File: config.mk
export PLATFORM = sky130hd
export DESIGN_NAME = gpio_port_mux
export DESIGN_NICKNAME = d
export VERILOG_FILES = /design/src/rtl/gpio_port_pkg.sv /design/src/rtl/gpio_sync.sv /design/src/rtl/gpio_regbank.sv /design/src/rtl/gpio_pin_mux.sv /design/src/rtl/gpio_port_mux.sv
export SDC_FILE = /design/constraint.sdc
export NUM_CORES = 1
export LEC_CHECK = 0
export ABC_AREA = 1
export BUFFER_PORTS_ARGS = -buffer_cell sky130_fd_sc_hd__buf_2
export CORE_MARGIN = 5
export CORE_UTILIZATION = 58
export DETAILED_ROUTE_END_ITERATION = 8
export GPL_ROUTABILITY_DRIVEN = 0
export HOLD_SLACK_MARGIN = 0.1
export PLACE_DENSITY = 0.91
export SLEW_MARGIN = 20
export SYNTH_ARGS = -nofsm -noshare
export SYNTH_HDL_FRONTEND = slang
export SYNTH_HIERARCHICAL = 1
export SYNTH_SLANG_ARGS = --single-unit
File: constraint.sdc
create_clock -name clk -period 2.2 [get_ports clk]
set_input_delay 0.44 -clock clk [delete_from_list [all_inputs] [get_ports clk]]
set_output_delay 0.44 -clock clk [all_outputs]
set_load 0.02 [all_outputs]
File: src/rtl/gpio_port_pkg.sv
// Package: shared register offsets for the GPIO port.
// Assumes a 4-bit byte-offset bus in which only even offsets are mapped.
package gpio_port_pkg;
    typedef enum logic [3:0] {
        OFS_OWN  = 4'h0,
        OFS_DIR  = 4'h2,
        OFS_INS  = 4'h4,
        OFS_DAT  = 4'h6,
        OFS_PULL = 4'h8,
        OFS_DRV  = 4'hA,
        OFS_SRC  = 4'hC
    } reg_ofs_e;
endpackage

File: src/rtl/gpio_sync.sv
// Module: multi-bit two-flop synchronizer.
// Assumes each bit is independent; no coherence across bits is promised.
module gpio_sync #(
    parameter int W = 8
) (
    input  logic         clk,
    input  logic         rst_n,
    input  logic [W-1:0] d_async,
    output logic [W-1:0] q_sync
);
    logic [W-1:0] stage1_q;
    logic [W-1:0] stage2_q;

    // Two capture stages, both cleared on reset.
    always_ff @(posedge clk) begin
        if (!rst_n) begin
            stage1_q <= '0;
            stage2_q <= '0;
        end else begin
            stage1_q <= d_async;
            stage2_q <= stage1_q;
        end
    end

    assign q_sync = stage2_q;
endmodule

File: src/rtl/gpio_regbank.sv
// Module: register bank of the port; writes on the clock edge, reads are combinational.
// Assumes ADDR_W is 4, matching the offsets in gpio_port_pkg.
module gpio_regbank
    import gpio_port_pkg::*;
#(
    parameter int W      = 8,
    parameter int ADDR_W = 4
) (
    input  logic              clk,
    input  logic              rst_n,
    input  logic              bus_sel,
    input  logic              bus_wr,
    input  logic [ADDR_W-1:0] bus_addr,
    input  logic [W-1:0]      bus_wdata,
    output logic [W-1:0]      bus_rdata,
    input  logic [W-1:0]      ins_val,
    output logic [W-1:0]      own_q,
    output logic [W-1:0]      dir_q,
    output logic [W-1:0]      dat_q,
    output logic [W-1:0]      pull_q,
    output logic [W-1:0]      drv_q,
    output logic [W-1:0]      src_q
);
    localparam logic [ADDR_W-1:0] A_OWN  = ADDR_W'(OFS_OWN);
    localparam logic [ADDR_W-1:0] A_DIR  = ADDR_W'(OFS_DIR);
    localparam logic [ADDR_W-1:0] A_INS  = ADDR_W'(OFS_INS);
    localparam logic [ADDR_W-1:0] A_DAT  = ADDR_W'(OFS_DAT);
    localparam logic [ADDR_W-1:0] A_PULL = ADDR_W'(OFS_PULL);
    localparam logic [ADDR_W-1:0] A_DRV  = ADDR_W'(OFS_DRV);
    localparam logic [ADDR_W-1:0] A_SRC  = ADDR_W'(OFS_SRC);

    logic wr_en;
    assign wr_en = bus_sel && bus_wr;

    // Register update: reset clears all, a write loads the addressed register.
    always_ff @(posedge clk) begin
        if (!rst_n) begin
            own_q  <= '0;
            dir_q  <= '0;
            dat_q  <= '0;
            pull_q <= '0;
            drv_q  <= '0;
            src_q  <= '0;
        end else if (wr_en) begin
            case (bus_addr)
                A_OWN:   own_q  <= bus_wdata;
                A_DIR:   dir_q  <= bus_wdata;
                A_DAT:   dat_q  <= bus_wdata;
                A_PULL:  pull_q <= bus_wdata;
                A_DRV:   drv_q  <= bus_wdata;
                A_SRC:   src_q  <= bus_wdata;
                default: ;
            endcase
        end
    end

    // Read decode: mapped offsets return their register, all others return zero.
    always_comb begin
        case (bus_addr)
            A_OWN:   bus_rdata = own_q;
            A_DIR:   bus_rdata = dir_q;
            A_INS:   bus_rdata = ins_val;
            A_DAT:   bus_rdata = dat_q;
            A_PULL:  bus_rdata = pull_q;
            A_DRV:   bus_rdata = drv_q;
            A_SRC:   bus_rdata = src_q;
            default: bus_rdata = '0;
        endcase
    end
endmodule

File: src/rtl/gpio_pin_mux.sv
// Module: per-pin owner mux choosing software or one of two peripheral sources.
// Assumes the source select is consulted only while the pin is peripheral-owned.
module gpio_pin_mux #(
    parameter int W = 8
) (
    input  logic [W-1:0] own,
    input  logic [W-1:0] src,
    input  logic [W-1:0] sw_dat,
    input  logic [W-1:0] sw_dir,
    input  logic [W-1:0] p0_out,
    input  logic [W-1:0] p0_oe,
    input  logic [W-1:0] p1_out,
    input  logic [W-1:0] p1_oe,
    output logic [W-1:0] pin_out,
    output logic [W-1:0] pin_oe
);
    for (genvar n = 0; n < W; n++) begin : g_pin
        logic per_out;
        logic per_oe;
        // Pick the peripheral source, then the owner of this pin.
        always_comb begin
            per_out    = src[n] ? p1_out[n] : p0_out[n];
            per_oe     = src[n] ? p1_oe[n]  : p0_oe[n];
            pin_out[n] = own[n] ? per_out : sw_dat[n];
            pin_oe[n]  = own[n] ? per_oe  : sw_dir[n];
        end
    end
endmodule

File: src/rtl/gpio_port_mux.sv
// Module: top of the byte-wide GPIO port with peripheral hand-over.
// Assumes pad_in is asynchronous and all other inputs are synchronous to clk.
module gpio_port_mux #(
    parameter int PIN_W  = 8,
    parameter int ADDR_W = 4
) (
    input  logic              clk,
    input  logic              rst_n,
    input  logic              bus_sel,
    input  logic              bus_wr,
    input  logic [ADDR_W-1:0] bus_addr,
    input  logic [PIN_W-1:0]  bus_wdata,
    output logic [PIN_W-1:0]  bus_rdata,
    input  logic [PIN_W-1:0]  pad_in,
    input  logic [PIN_W-1:0]  src0_out,
    input  logic [PIN_W-1:0]  src0_oe,
    input  logic [PIN_W-1:0]  src1_out,
    input  logic [PIN_W-1:0]  src1_oe,
    output logic [PIN_W-1:0]  pad_out,
    output logic [PIN_W-1:0]  pad_oe,
    output logic [PIN_W-1:0]  pad_pu,
    output logic [PIN_W-1:0]  pad_hd
);
    logic [PIN_W-1:0] own_q, dir_q, dat_q, pull_q, drv_q, src_q, ins_q;

    gpio_sync #(.W(PIN_W)) i_sync (
        .clk     (clk),
        .rst_n   (rst_n),
        .d_async (pad_in),
        .q_sync  (ins_q)
    );

    gpio_regbank #(.W(PIN_W), .ADDR_W(ADDR_W)) i_regs (
        .clk       (clk),
        .rst_n     (rst_n),
        .bus_sel   (bus_sel),
        .bus_wr    (bus_wr),
        .bus_addr  (bus_addr),
        .bus_wdata (bus_wdata),
        .bus_rdata (bus_rdata),
        .ins_val   (ins_q),
        .own_q     (own_q),
        .dir_q     (dir_q),
        .dat_q     (dat_q),
        .pull_q    (pull_q),
        .drv_q     (drv_q),
        .src_q     (src_q)
    );

    gpio_pin_mux #(.W(PIN_W)) i_mux (
        .own     (own_q),
        .src     (src_q),
        .sw_dat  (dat_q),
        .sw_dir  (dir_q),
        .p0_out  (src0_out),
        .p0_oe   (src0_oe),
        .p1_out  (src1_out),
        .p1_oe   (src1_oe),
        .pin_out (pad_out),
        .pin_oe  (pad_oe)
    );

    assign pad_pu = pull_q;
    assign pad_hd = drv_q;
endmodule

# ---- Word-level counts from Yosys, hierarchy flattened
# Cells that the tools add are included.
# Widths: inputs -> output; s select.
dict set report totals {
  regBits 64
  latch_bits 0
  memories 0
  ramBits 0
  inputBits 56
  rom_bits 0
}
dict set report classes {
  magnitude_cmp 0
  n_mux 33
  add_sub_neg 0
  div_mod_pow 0
  n_mul 0
  bitwise 0
  n_eq_ne 6
  shift 0
  reduce_logical 8
}
# cell n
set op_table {}
lappend op_table {{$pmux 8 s7} 1}
lappend op_table {{$mux 1} 32}
lappend op_table {{$eq 4x4->1 const B} 3}
lappend op_table {{$reduce_and 2->1} 6}
lappend op_table {{$eq 4x3->1 const B} 2}
lappend op_table {{$eq 4x2->1 const B} 1}
lappend op_table {{$logic_not 4->1} 1}
lappend op_table {{$logic_and 1x1->1} 1}

# ---- Logic depth before layout (Yosys ltp)
# Gate-level depths: netlist (run 1).
dict set report logic_depth {
  word_depth 2
  depth_mapped 8
  mapped_depth_nobuf 7
}

# ---- Modules after synthesis
# Netlist (run 1), hierarchy kept.
# mod n_inst seq_area_each_um2 area_each_um2 cells_per_inst
set by_module_without_submodules {}
lappend by_module_without_submodules {gpio_regbank 1 960.9 2773.9 456}
lappend by_module_without_submodules {gpio_pin_mux 1 0.0 500.5 128}
lappend by_module_without_submodules {gpio_sync 1 320.3 484.2 50}

# ---- Worst setup path before layout (run 1)
# Ideal clock, no wire load.
dict set report synth_timing {
  path_kind {input-to-output}
  startpoint {input port bus_addr[2]}
  endpoint {output port bus_rdata[1]}
  path_slack_ps 562
  required_time_ps 1760
  stages 6
  n_path_buf 1
  arrival_time_ps 1198
  cell_sequence {nor2_2 > buf_2 > nand3_1 > nand2_1 > nor2_1 > nand2_1}
}
dict set report synth_via {
  elab_chain_len 2
  elab_cells_between_ends 8
  cone_classes {6 x eq/ne; 1 x mux; 1 x reduce/logical}
}
# item line_no
set synth_rtl {}
lappend synth_rtl {{start, declared} gpio_port_mux.sv:11} ;# input logic [ADDR_W-1:0] bus_addr,
lappend synth_rtl {{$eq 4x4->1 (tied with other cells)} gpio_regbank.sv:59} ;# case (bus_addr)
lappend synth_rtl {{$pmux 8 s7 (*)} gpio_regbank.sv:59}
lappend synth_rtl {{end, declared} gpio_port_mux.sv:13} ;# output logic [PIN_W-1:0] bus_rdata,
# Mark *: on every way between the ends. The rest lies on a longest branch, timed or not.

# ---- Worst setup path after layout (run 1)
dict set report layout_timing {
  startpoint {input port bus_addr[2]}
  endpoint {output port bus_rdata[6]}
}
# Same word-level chain as after synthesis.

==> impl_metrics.toml, run 1 <==
[status]
status = "finished, final reports clean"

[die]
core_area_um2 = 6310
rows = 29
die_h_um = 90.5
start_util = 0.595
boundaryPins = 96
die_w_um = 90.5
dieArea_um2 = 8190

[timing]
clock_skew_ns = 0.00509
timing.fmax_ghz = 0.492
setup_viol = 0
hold_viol = 0
tightestPinTransition_ns = 0.534
final_max_slew_viol_count = 0
slew_headroom = 0.644
rsz0062_at_grt = "no"
tns_ns = 0
finalCritPeriodShare = 0.924
period_needed_ns = 2.03

[clock_tree]
cts_resized = 0
clkSinkCount = 64
cts_max_path_buffers = 2
post_cts_buffers = 0
clk_pin_slew_ns = 0.07
htreeDepth = 3
cts_made_buffers = 9
clk_latency_ns = 0.34
cts_root_buffer = "clkbuf_8"
holdBufCountCts = 0
cts_tree = "done"

[worst_setup_path]
cp-end-kind = "primary output"
cp-start-kind = "input port"
reg2reg_slack_ns = 1.39
worstRegToRegCells = 4
critPathMaxStageDelay_ns = 0.27
worstPathCellList = "buf_2, nor2_2, buf_4, nand3_1, nand2_1, nor2_1, nand2_1, buf_2"
worstPathBufferInverterCount = 3
arrival_ns = 1.59
path_class = "input port to primary output"
path_depth = 8
required_ns = 1.76
crit_slowest_cell = "buf_4"
cpLargestDelayFamily = "buffers and inverters"
path_max_fanout = 13

[run]
max_cap_viol_count = 0

[global_route]
grtUsageTotal = 0.266
grt_pass1_wl_um = 18200
grt_overflow = 0
grt_pass1_vias = 4040
antenna_found_initial = 0
grt_max_degree = 65
grt.met2_usage = 0.449
use_met1 = 0.323
gr-usage-met3 = 0.0542
grt_busiest_layer = "met2"

[layout]
n_fill_cell = 530
multi_input_area_um2 = 1800
num_antenna_cells = 0
final_area_um2 = 4510
syn_to_final_growth_pct = 20.1
final_nets = 785
regArea_um2 = 1280
drive_gt1_frac = 0.194

[power]
p_per_area_nw_per_um2 = 581
p_total_uw = 2620
vdd_drop_max_v = 0.000413
leakage_uw = 0.00268

[logic_synthesis]
synth_ff_type = "dfxtp_1"
ys_ff_latch = 64
ys_seq_area_frac = 0.341
syn_inst = 634
synth-edff-count = 0
yosys-top-cells-area = "dfxtp_1 34%, nand2_1 20%, inv_1 14%, nand3_1 12%, nor2_1 8.0%"
yosysTopAreaCell = "dfxtp_1"
synth-async-reset-ratio = 0
yosysWarnings = 6
synth_top_area_frac = 0.341
syn_area_um2 = 3760
yosysMostFrequentCell = "nand2_1"
synthAdderAreaFrac = 0
synth_compound_area_frac = 0.0160
avgSynthCellArea_um2 = 5.93
synthDistinctLibCells = 20
synthSimpleGateAreaFrac = 0.463
synth_xor_xnor_area_share = 0
synth_top_family_by_area = "simple AND/OR/NAND/NOR gates"
synthTopCellsByCount = "202 x nand2_1, 139 x inv_1, 89 x nand3_1"
synth_nets = 690
muxShareOfSynthArea = 0

[routing]
wl_per_cell_um = 13.4
dr.pass1.iters = 6
viasPerCell = 5.27
vias = 4267
route.detailed.drc = 0
drt_iter0_markers = 536
ant_nets = 0
totalWireLength_um = 10800

[place]
io_buffers = 95
place_area_um2 = 4290
dp.final_hpwl_um = 7370

[hold_path]
worstHoldPathType = "input port to register"
hold-path-cell-count = 3
==> placed cells by master, fill, tap and decap left out, types with 3 or more instances in the layout <==
cell type	instances
nand2_1	202
inv_1	139
inv_2	3
nand2_2	8
a21boi_1	4
dfxtp_1	64
clkbuf_8	11
nand3_1	89
a21boi_0	4
nor2_1	80
nand4_1	8
buf_4	9
buf_2	95
nor2_4	5
==> power breakdown <==
part           switching [uW]  leakage (uW)  total, uW  internal (uW)
sequential               14.6      0.000520       1200           1180
combinational             194       0.00205        300            106
clock                     431      0.000112       1120            692
total                     640       0.00268       2620           1980
==> sequential cells by signal, summed over array words and instances, names as in the netlist <==
signal,count
i_sync/q_sync,8
i_sync/stage1_q,8
i_regs/own_q,8
i_regs/drv_q,8
i_regs/dat_q,8
i_regs/src_q,8
i_regs/pull_q,8
i_regs/dir_q,8
==> layout make-up <==
cell class	instances	share of cell area
clock inverter	3	0.0144
multi-input combinational	406	0.399
clock buffer	12	0.0344
sequential	64	0.284
timing repair buffer	106	0.129
inverter	142	0.118
tap	77	0.0213
==> worst register-to-register path, stage by stage, from the launching register on <==
cell	delay [ns]
dfxtp_1	0.41
inv_1	0.07
nand2_1	0.06
inv_1	0.05
nor2_1	0.14
==> cells by family (layout without fill, tap and decap cells) <==
logic type,Yosys count,count (layout)
AOI/OAI and AO/OA,8,8
buffers and inverters,164,263
DFF,64,64
and+or+nand+nor,398,398
==> final timing paths <==
kind,end,start
setup / recovery,bus_rdata[6],bus_addr[2]
hold / removal,i_sync/stage1_q[5],pad_in[5]
setup reg to reg,i_regs/src_q[6],i_regs/src_q[6]
hold reg to reg,i_sync/q_sync[6],i_sync/stage1_q[6]
==> per-layer routing <==
metal  vias up  part of all wire
met1      1881              0.38
met5         -                 0
met3        41              0.11
met2       288              0.48
li1       2057                 -
met4         0             0.027
==> through the flow <==
stage / hold WS (ns) / utilization / worst slack (ns) / std cells
4_1_cts: 0.273 / 0.715 / 0.218 / 810
3_5_place_dp: 0.398 / 0.680 / 0.248 / 795
3_3_place_gp: 0.392 / 0.680 / 0.280 / 795
2_1_floorplan: 0.390 / - / 0.562 / 634
5_1_grt: 0.276 / 0.715 / 0.0665 / 810
6_report: 0.282 / 0.715 / 0.168 / 810
Note: power is estimated with default switching activity, not from simulation.
==> inputs of run 2 (changes only) <==
==> constraint.sdc (replaced) <==
create_clock -name clk -period 2.2 [get_ports clk]
set_input_delay 0.33 -clock clk [delete_from_list [all_inputs] [get_ports clk]]
set_output_delay 0.33 -clock clk [all_outputs]
set_load 0.02 [all_outputs]
==> run 2 against run 1 <==
Combinational power decreased by 1%. Register-to-register slack improved by 0.03 ns. Sequential power about the same. Core utilization decreased by 0.50 points. First-iteration DRC count decreased by 17%. Maximum frequency increased by 13%. Sequential cell count unchanged. Worst setup slack improved by 0.23 ns. Critical endpoint is now bus_rdata[5]. Largest power group unchanged.
==> impl_metrics.toml, run 2 (synthesized netlist as in run 1, its figures left out) <==
[status]
status = "finished, final reports clean"

[global_route]
antenna_found_initial = 0
grt_overflow = 0
grt_max_degree = 38
grtUsageTotal = 0.252
grt_pass1_vias = 3776
grt_pass1_wl_um = 17100

[run]
max_cap_viol_count = 0

[routing]
dr.pass1.iters = 6
wl_per_cell_um = 13.0
route.detailed.drc = 0
viasPerCell = 5.09
drt_iter0_markers = 445
vias = 4111
totalWireLength_um = 10500
ant_nets = 0

[worst_setup_path]
arrival_ns = 1.47
rr_startpoint = "i_regs/own_q[2]"
worstPathBufferInverterCount = 3
worstRegToRegCells = 2
cp-start-kind = "input port"
critPathMaxStageDelay_ns = 0.28
worstReg2RegEnd = "i_regs/own_q[2]"
path_max_fanout = 32
crit_slowest_cell = "nor2_4"
required_ns = 1.87
cpLargestDelayFamily = "simple AND/OR/NAND/NOR gates"
path_class = "input port to primary output"
worstPathCellList = "buf_2, nor2_4, buf_12, nand3_1, nand2_1, nor2_1, nand2_1, buf_2"
reg2reg_slack_ns = 1.42
path_depth = 8
cp-end-kind = "primary output"

[timing]
clock_skew_ns = 0.00196
timing.fmax_ghz = 0.555
tns_ns = 0
hold_viol = 0
finalCritPeriodShare = 0.820
rsz0062_at_grt = "no"
period_needed_ns = 1.80
slew_headroom = 0.623
setup_viol = 0
final_max_slew_viol_count = 0
worst_slack_ns = 0.397
tightestPinTransition_ns = 0.565

[power]
p_total_uw = 2530
vdd_drop_max_v = 0.000439
p_per_area_nw_per_um2 = 564
leakage_uw = 0.00266

[die]
core_area_um2 = 6310
die_w_um = 90.5
start_util = 0.595
boundaryPins = 96
rows = 29
die_h_um = 90.5
dieArea_um2 = 8190

[clock_tree]
cts_max_path_buffers = 2
cts_resized = 0
cts_tree = "done"
clk_latency_ns = 0.34
htreeDepth = 3
cts_root_buffer = "clkbuf_8"
cts_made_buffers = 9
clkSinkCount = 64
holdBufCountCts = 0
clk_pin_slew_ns = 0.07
post_cts_buffers = 0

[hold_path]
hold-path-cell-count = 3
min_to = "i_sync/stage1_q[5]"
min_from = "pad_in[5]"
worstHoldPathType = "input port to register"

[layout]
final_area_um2 = 4480
final_nets = 782
syn_to_final_growth_pct = 19.2
drive_gt1_frac = 0.190
layout_commonest_cell = "nand2_1"
num_antenna_cells = 0
final_cell_mix = "202 x nand2_1, 139 x inv_1, 95 x buf_2, 89 x nand3_1, 80 x nor2_1"

[place]
place_area_um2 = 4280
dp.final_hpwl_um = 7270
io_buffers = 95
place_ws_ns = 0.424
## run 2: cell count changes in the layout (fill, tap and decap cells not counted), sizes merged
cell	change
bufinv	-1
buf	-3
clkinv	+1
clkbuf	+1
## run 2: area by class of cell
class                   count  area [um^2]
repair buffers            103          573
clock buffers              13          159
well taps                  77         96.3
inverters                 142          533
fillers                   533         1830
clock inverters             3         40.0
multi-input cells         406         1800
flip-flops and latches     64         1280
## run 2: worst reg2reg max path, stage by stage, from the launching register on
cell and delay (ns):
dfxtp_1 0.41, nand2_1 0.08, a21boi_0 0.21
## run 2: worst max-delay path by stage
stage,end,slack [ns],from
3_5_place_dp,bus_rdata[5],0.42,bus_addr[0]
4_1_cts,bus_rdata[5],0.42,bus_addr[0]
2_1_floorplan,bus_rdata[1],0.78,bus_addr[2]
3_3_place_gp,bus_rdata[0],0.46,bus_addr[0]
6_report,bus_rdata[5],0.40,bus_addr[0]
5_1_grt,bus_rdata[2],0.32,bus_addr[0]
## run 2: stage by stage
step | std cells | utilization | hold WS [ns]
after detailed placement | 792 | 0.678 | 0.397
after global routing | 808 | 0.710 | 0.154
after global placement | 792 | 0.678 | 0.396
final | 808 | 0.710 | 0.164
after CTS | 808 | 0.710 | 0.154
after floorplan | 634 | - | 0.390
## run 2: where the power goes
group | switching, uW | internal, uW | total (uW)
sequential | 14.7 | 1180 | 1200
combinational | 191 | 105 | 296
clock | 450 | 583 | 1030
## run 2: routing by layer
layer / global-route usage / part of all wire
met1: 0.307 / 0.38
met4: 0.122 / 0.026
met5: 0 / 0
met3: 0.0533 / 0.11
met2: 0.418 / 0.48
==> inputs of run 3 (changes only) <==
--- a/config.mk
+++ b/config.mk
@@ -5,14 +5,14 @@
 export SDC_FILE = /design/constraint.sdc
 export NUM_CORES = 1
 export LEC_CHECK = 0
-export ABC_AREA = 1
+export ABC_AREA = 0
 export BUFFER_PORTS_ARGS = -buffer_cell sky130_fd_sc_hd__buf_2
 export CORE_MARGIN = 5
-export CORE_UTILIZATION = 58
+export CORE_UTILIZATION = 51
 export DETAILED_ROUTE_END_ITERATION = 8
 export GPL_ROUTABILITY_DRIVEN = 0
 export HOLD_SLACK_MARGIN = 0.1
-export PLACE_DENSITY = 0.91
+export PLACE_DENSITY = 0.85
 export SLEW_MARGIN = 20
 export SYNTH_ARGS = -nofsm -noshare
 export SYNTH_HDL_FRONTEND = slang
==> constraint.sdc (replaced) <==
create_clock -name clk -period 1.8 [get_ports clk]
set_input_delay 0.27 -clock clk [delete_from_list [all_inputs] [get_ports clk]]
set_output_delay 0.27 -clock clk [all_outputs]
set_load 0.02 [all_outputs]
==> run 3 against run 2 <==
Final cell count fell by 38%. Global-route usage down 3.6 points. Count of clock-buffer cells in the layout is the same. Highest routed layer unchanged.
==> impl_metrics.toml, run 3 <==
[power]
p_per_area_nw_per_um2 = 731
vdd_drop_max_v = 0.000469
power.switching_uw = 661
switching_share = 0.231
power_frac_clock = 0.394
leakage_uw = 0.00169
p_int_uw = 2210
seqPwrFrac = 0.507
combPwrFrac = 0.099

[worst_setup_path]
path_class = "register to primary output"
cp-end-kind = "primary output"
arrival_ns = 1.48
cp-start-kind = "register"
critPathMaxStageDelay_ns = 0.34
path_max_fanout = 3
worstPathCellList = "mux2_2, a221oi_2, a21o_1, a21oi_1, buf_4"
required_ns = 1.53
cpLargestDelayFamily = "compound AO/OA/AOI/OAI gates"
worstPathBufferInverterCount = 1
crit_slowest_cell = "dfxtp_1"

[layout]
multi_input_area_um2 = 1740
final_nets = 483
drive_gt1_frac = 0.347
n_fill_cell = 462
num_antenna_cells = 0
final_core_util = 0.663
final_cell_mix = "94 x buf_2, 62 x mux2i_1, 60 x dfxtp_1, 41 x nor2b_1, 20 x nor2_1"
layout_commonest_cell = "buf_2"
syn_to_final_growth_pct = 26.0
regArea_um2 = 1290
fin_cells = 505

[logic_synthesis]
synth_xor_xnor_area_share = 0
synthSimpleGateAreaFrac = 0.220
yosys-top-cells-area = "dfxtp_1 41%, mux2i_1 20%, nor2b_1 8.4%, a22oi_1 3.6%, and2_2 2.9%"
avgSynthCellArea_um2 = 9.70
muxShareOfSynthArea = 0.203
ys_ff_latch = 64
synth_top_family_by_area = "simple AND/OR/NAND/NOR gates"
yosysTopAreaCell = "dfxtp_1"
synth_ff_type = "dfxtp_1"
syn_area_um2 = 3110
synth-async-reset-ratio = 0
synthTopCellsByCount = "64 x dfxtp_1, 62 x mux2i_1, 42 x nor2b_1"
yosysMostFrequentCell = "dfxtp_1"
syn_inst = 321
synth-edff-count = 0
synth_nets = 377
ys_seq_area_frac = 0.411
synthDistinctLibCells = 34
synthAdderAreaFrac = 0
yosysWarnings = 6
synth_compound_area_frac = 0.132
synth_top_area_frac = 0.411

[timing]
period_needed_ns = 1.75
tightestPinTransition_ns = 0.450
finalCritPeriodShare = 0.972
worst_slack_ns = 0.0507
slew_headroom = 0.700
setup_viol = 0
tns_ns = 0
rsz0062_at_grt = "yes"
hold_viol = 0
timing.fmax_ghz = 0.572
clock_skew_ns = 0.000541
final_max_slew_viol_count = 0

[global_route]
grt_overflow = 0
grt_pass1_vias = 2569
grtUsageTotal = 0.215
antenna_found_initial = 0
grt_max_degree = 35
grt_pass1_wl_um = 12600

[clock_tree]
clkSinkCount = 64
post_cts_buffers = 0
cts_made_buffers = 9
cts_max_path_buffers = 2
htreeDepth = 3
cts_tree = "done"
clk_pin_slew_ns = 0.06
cts_root_buffer = "clkbuf_8"
clk_latency_ns = 0.34

[die]
die_w_um = 88.1
dieArea_um2 = 7770
boundaryPins = 96
rows = 28
start_util = 0.526
core_area_um2 = 5920
die_h_um = 88.1

[place]
io_buffers = 95
dp.final_hpwl_um = 5970
dp_cells = 491
place_ws_ns = 0.103

[routing]
route.detailed.drc = 0
wl_per_cell_um = 16.2
ant_nets = 0
drt_iter0_markers = 297
dr.pass1.iters = 5
totalWireLength_um = 8160
viasPerCell = 5.59
vias = 2823

[run]
max_cap_viol_count = 0

[status]
status = "finished, final reports clean"

[hold_path]
worstHoldPathType = "input port to register"
run 3: changes by cell type after synthesis, moves of 5 or more:
cell	delta
and2_1	+5
nand2_2	-8
nand3_1	-81
nand2_1	-189
and2_2	+12
a21oi_1	+17
inv_1	-139
nor2b_1	+42
a21boi_0	+5
nor2_1	-60
mux2i_1	+62
a22oi_1	+15
nand4_1	-8
a2bb2oi_1	+7
run 3: cells by family after synthesis:
| kind of cell | after synthesis |
|---|---|
| simple gates | 116 |
| buf+inv | 19 |
| mux | 63 |
| compound gates | 59 |
| flops | 64 |
run 3: final timing paths:
| check | depth (start not counted) | from | slack, ns | to |
|---|---|---|---|---|
| setup / recovery | 5 | i_regs/pull_q[4] | 0.05 | bus_rdata[4] |
| hold reg to reg | 1 | i_sync/stage1_q[1] | 0.45 | i_sync/q_sync[1] |
| hold / removal | 2 | pad_in[2] | 0.13 | i_sync/stage1_q[2] |
| setup reg to reg | 2 | i_regs/own_q[6] | 1.08 | i_regs/own_q[6] |
run 3: worst register-to-register path: stages (launching register included):
cell,delay (ns)
dfxtp_1,0.44
mux2i_1,0.11
nor2b_1,0.11
run 3: cell type report:
class,instances,share of cell area
tap,75,0.0239
timing repair buffer,114,0.161
multi-input combinational,238,0.444
sequential,64,0.328
clock inverter,1,0.00765
clock buffer,13,0.0354
run 3: metal layers:
layer	routed length, um	share of wire	track usage	vias to the layer above
li1	-	-	-	1347
met1	3370	0.41	0.288	1295
met2	3720	0.46	0.323	162
met3	921	0.11	0.0800	19
met4	147	0.018	0.0728	0
met5	0	0	0	-
run 3: power groups by stage:
stage / clock network (uW) / logic [uW] / registers, uW
2_1_floorplan: 0 / 148 / 1480
3_3_place_gp: 0 / 271 / 1480
3_5_place_dp: 0 / 279 / 1490
4_1_cts: 1160 / 281 / 1450
5_1_grt: 1230 / 307 / 1460
6_report: 1130 / 284 / 1450
run 3: repair_timing:
item,CTS,global route
hold buffers,0,0
setup endpoints to repair,1,7
pin swaps,0,0
resized for setup,2,5
run 3: per-stage QoR:
stage / cell area, um^2 / power (uW) / hold slack, ns
global placement: 3740 / 1760 / 0.430
detailed placement: 3740 / 1760 / 0.434
finish: 3920 / 2870 / 0.131
global route: 3920 / 2990 / 0.109
CTS: 3920 / 2900 / 0.112
floorplan: 3110 / 1630 / 0.397
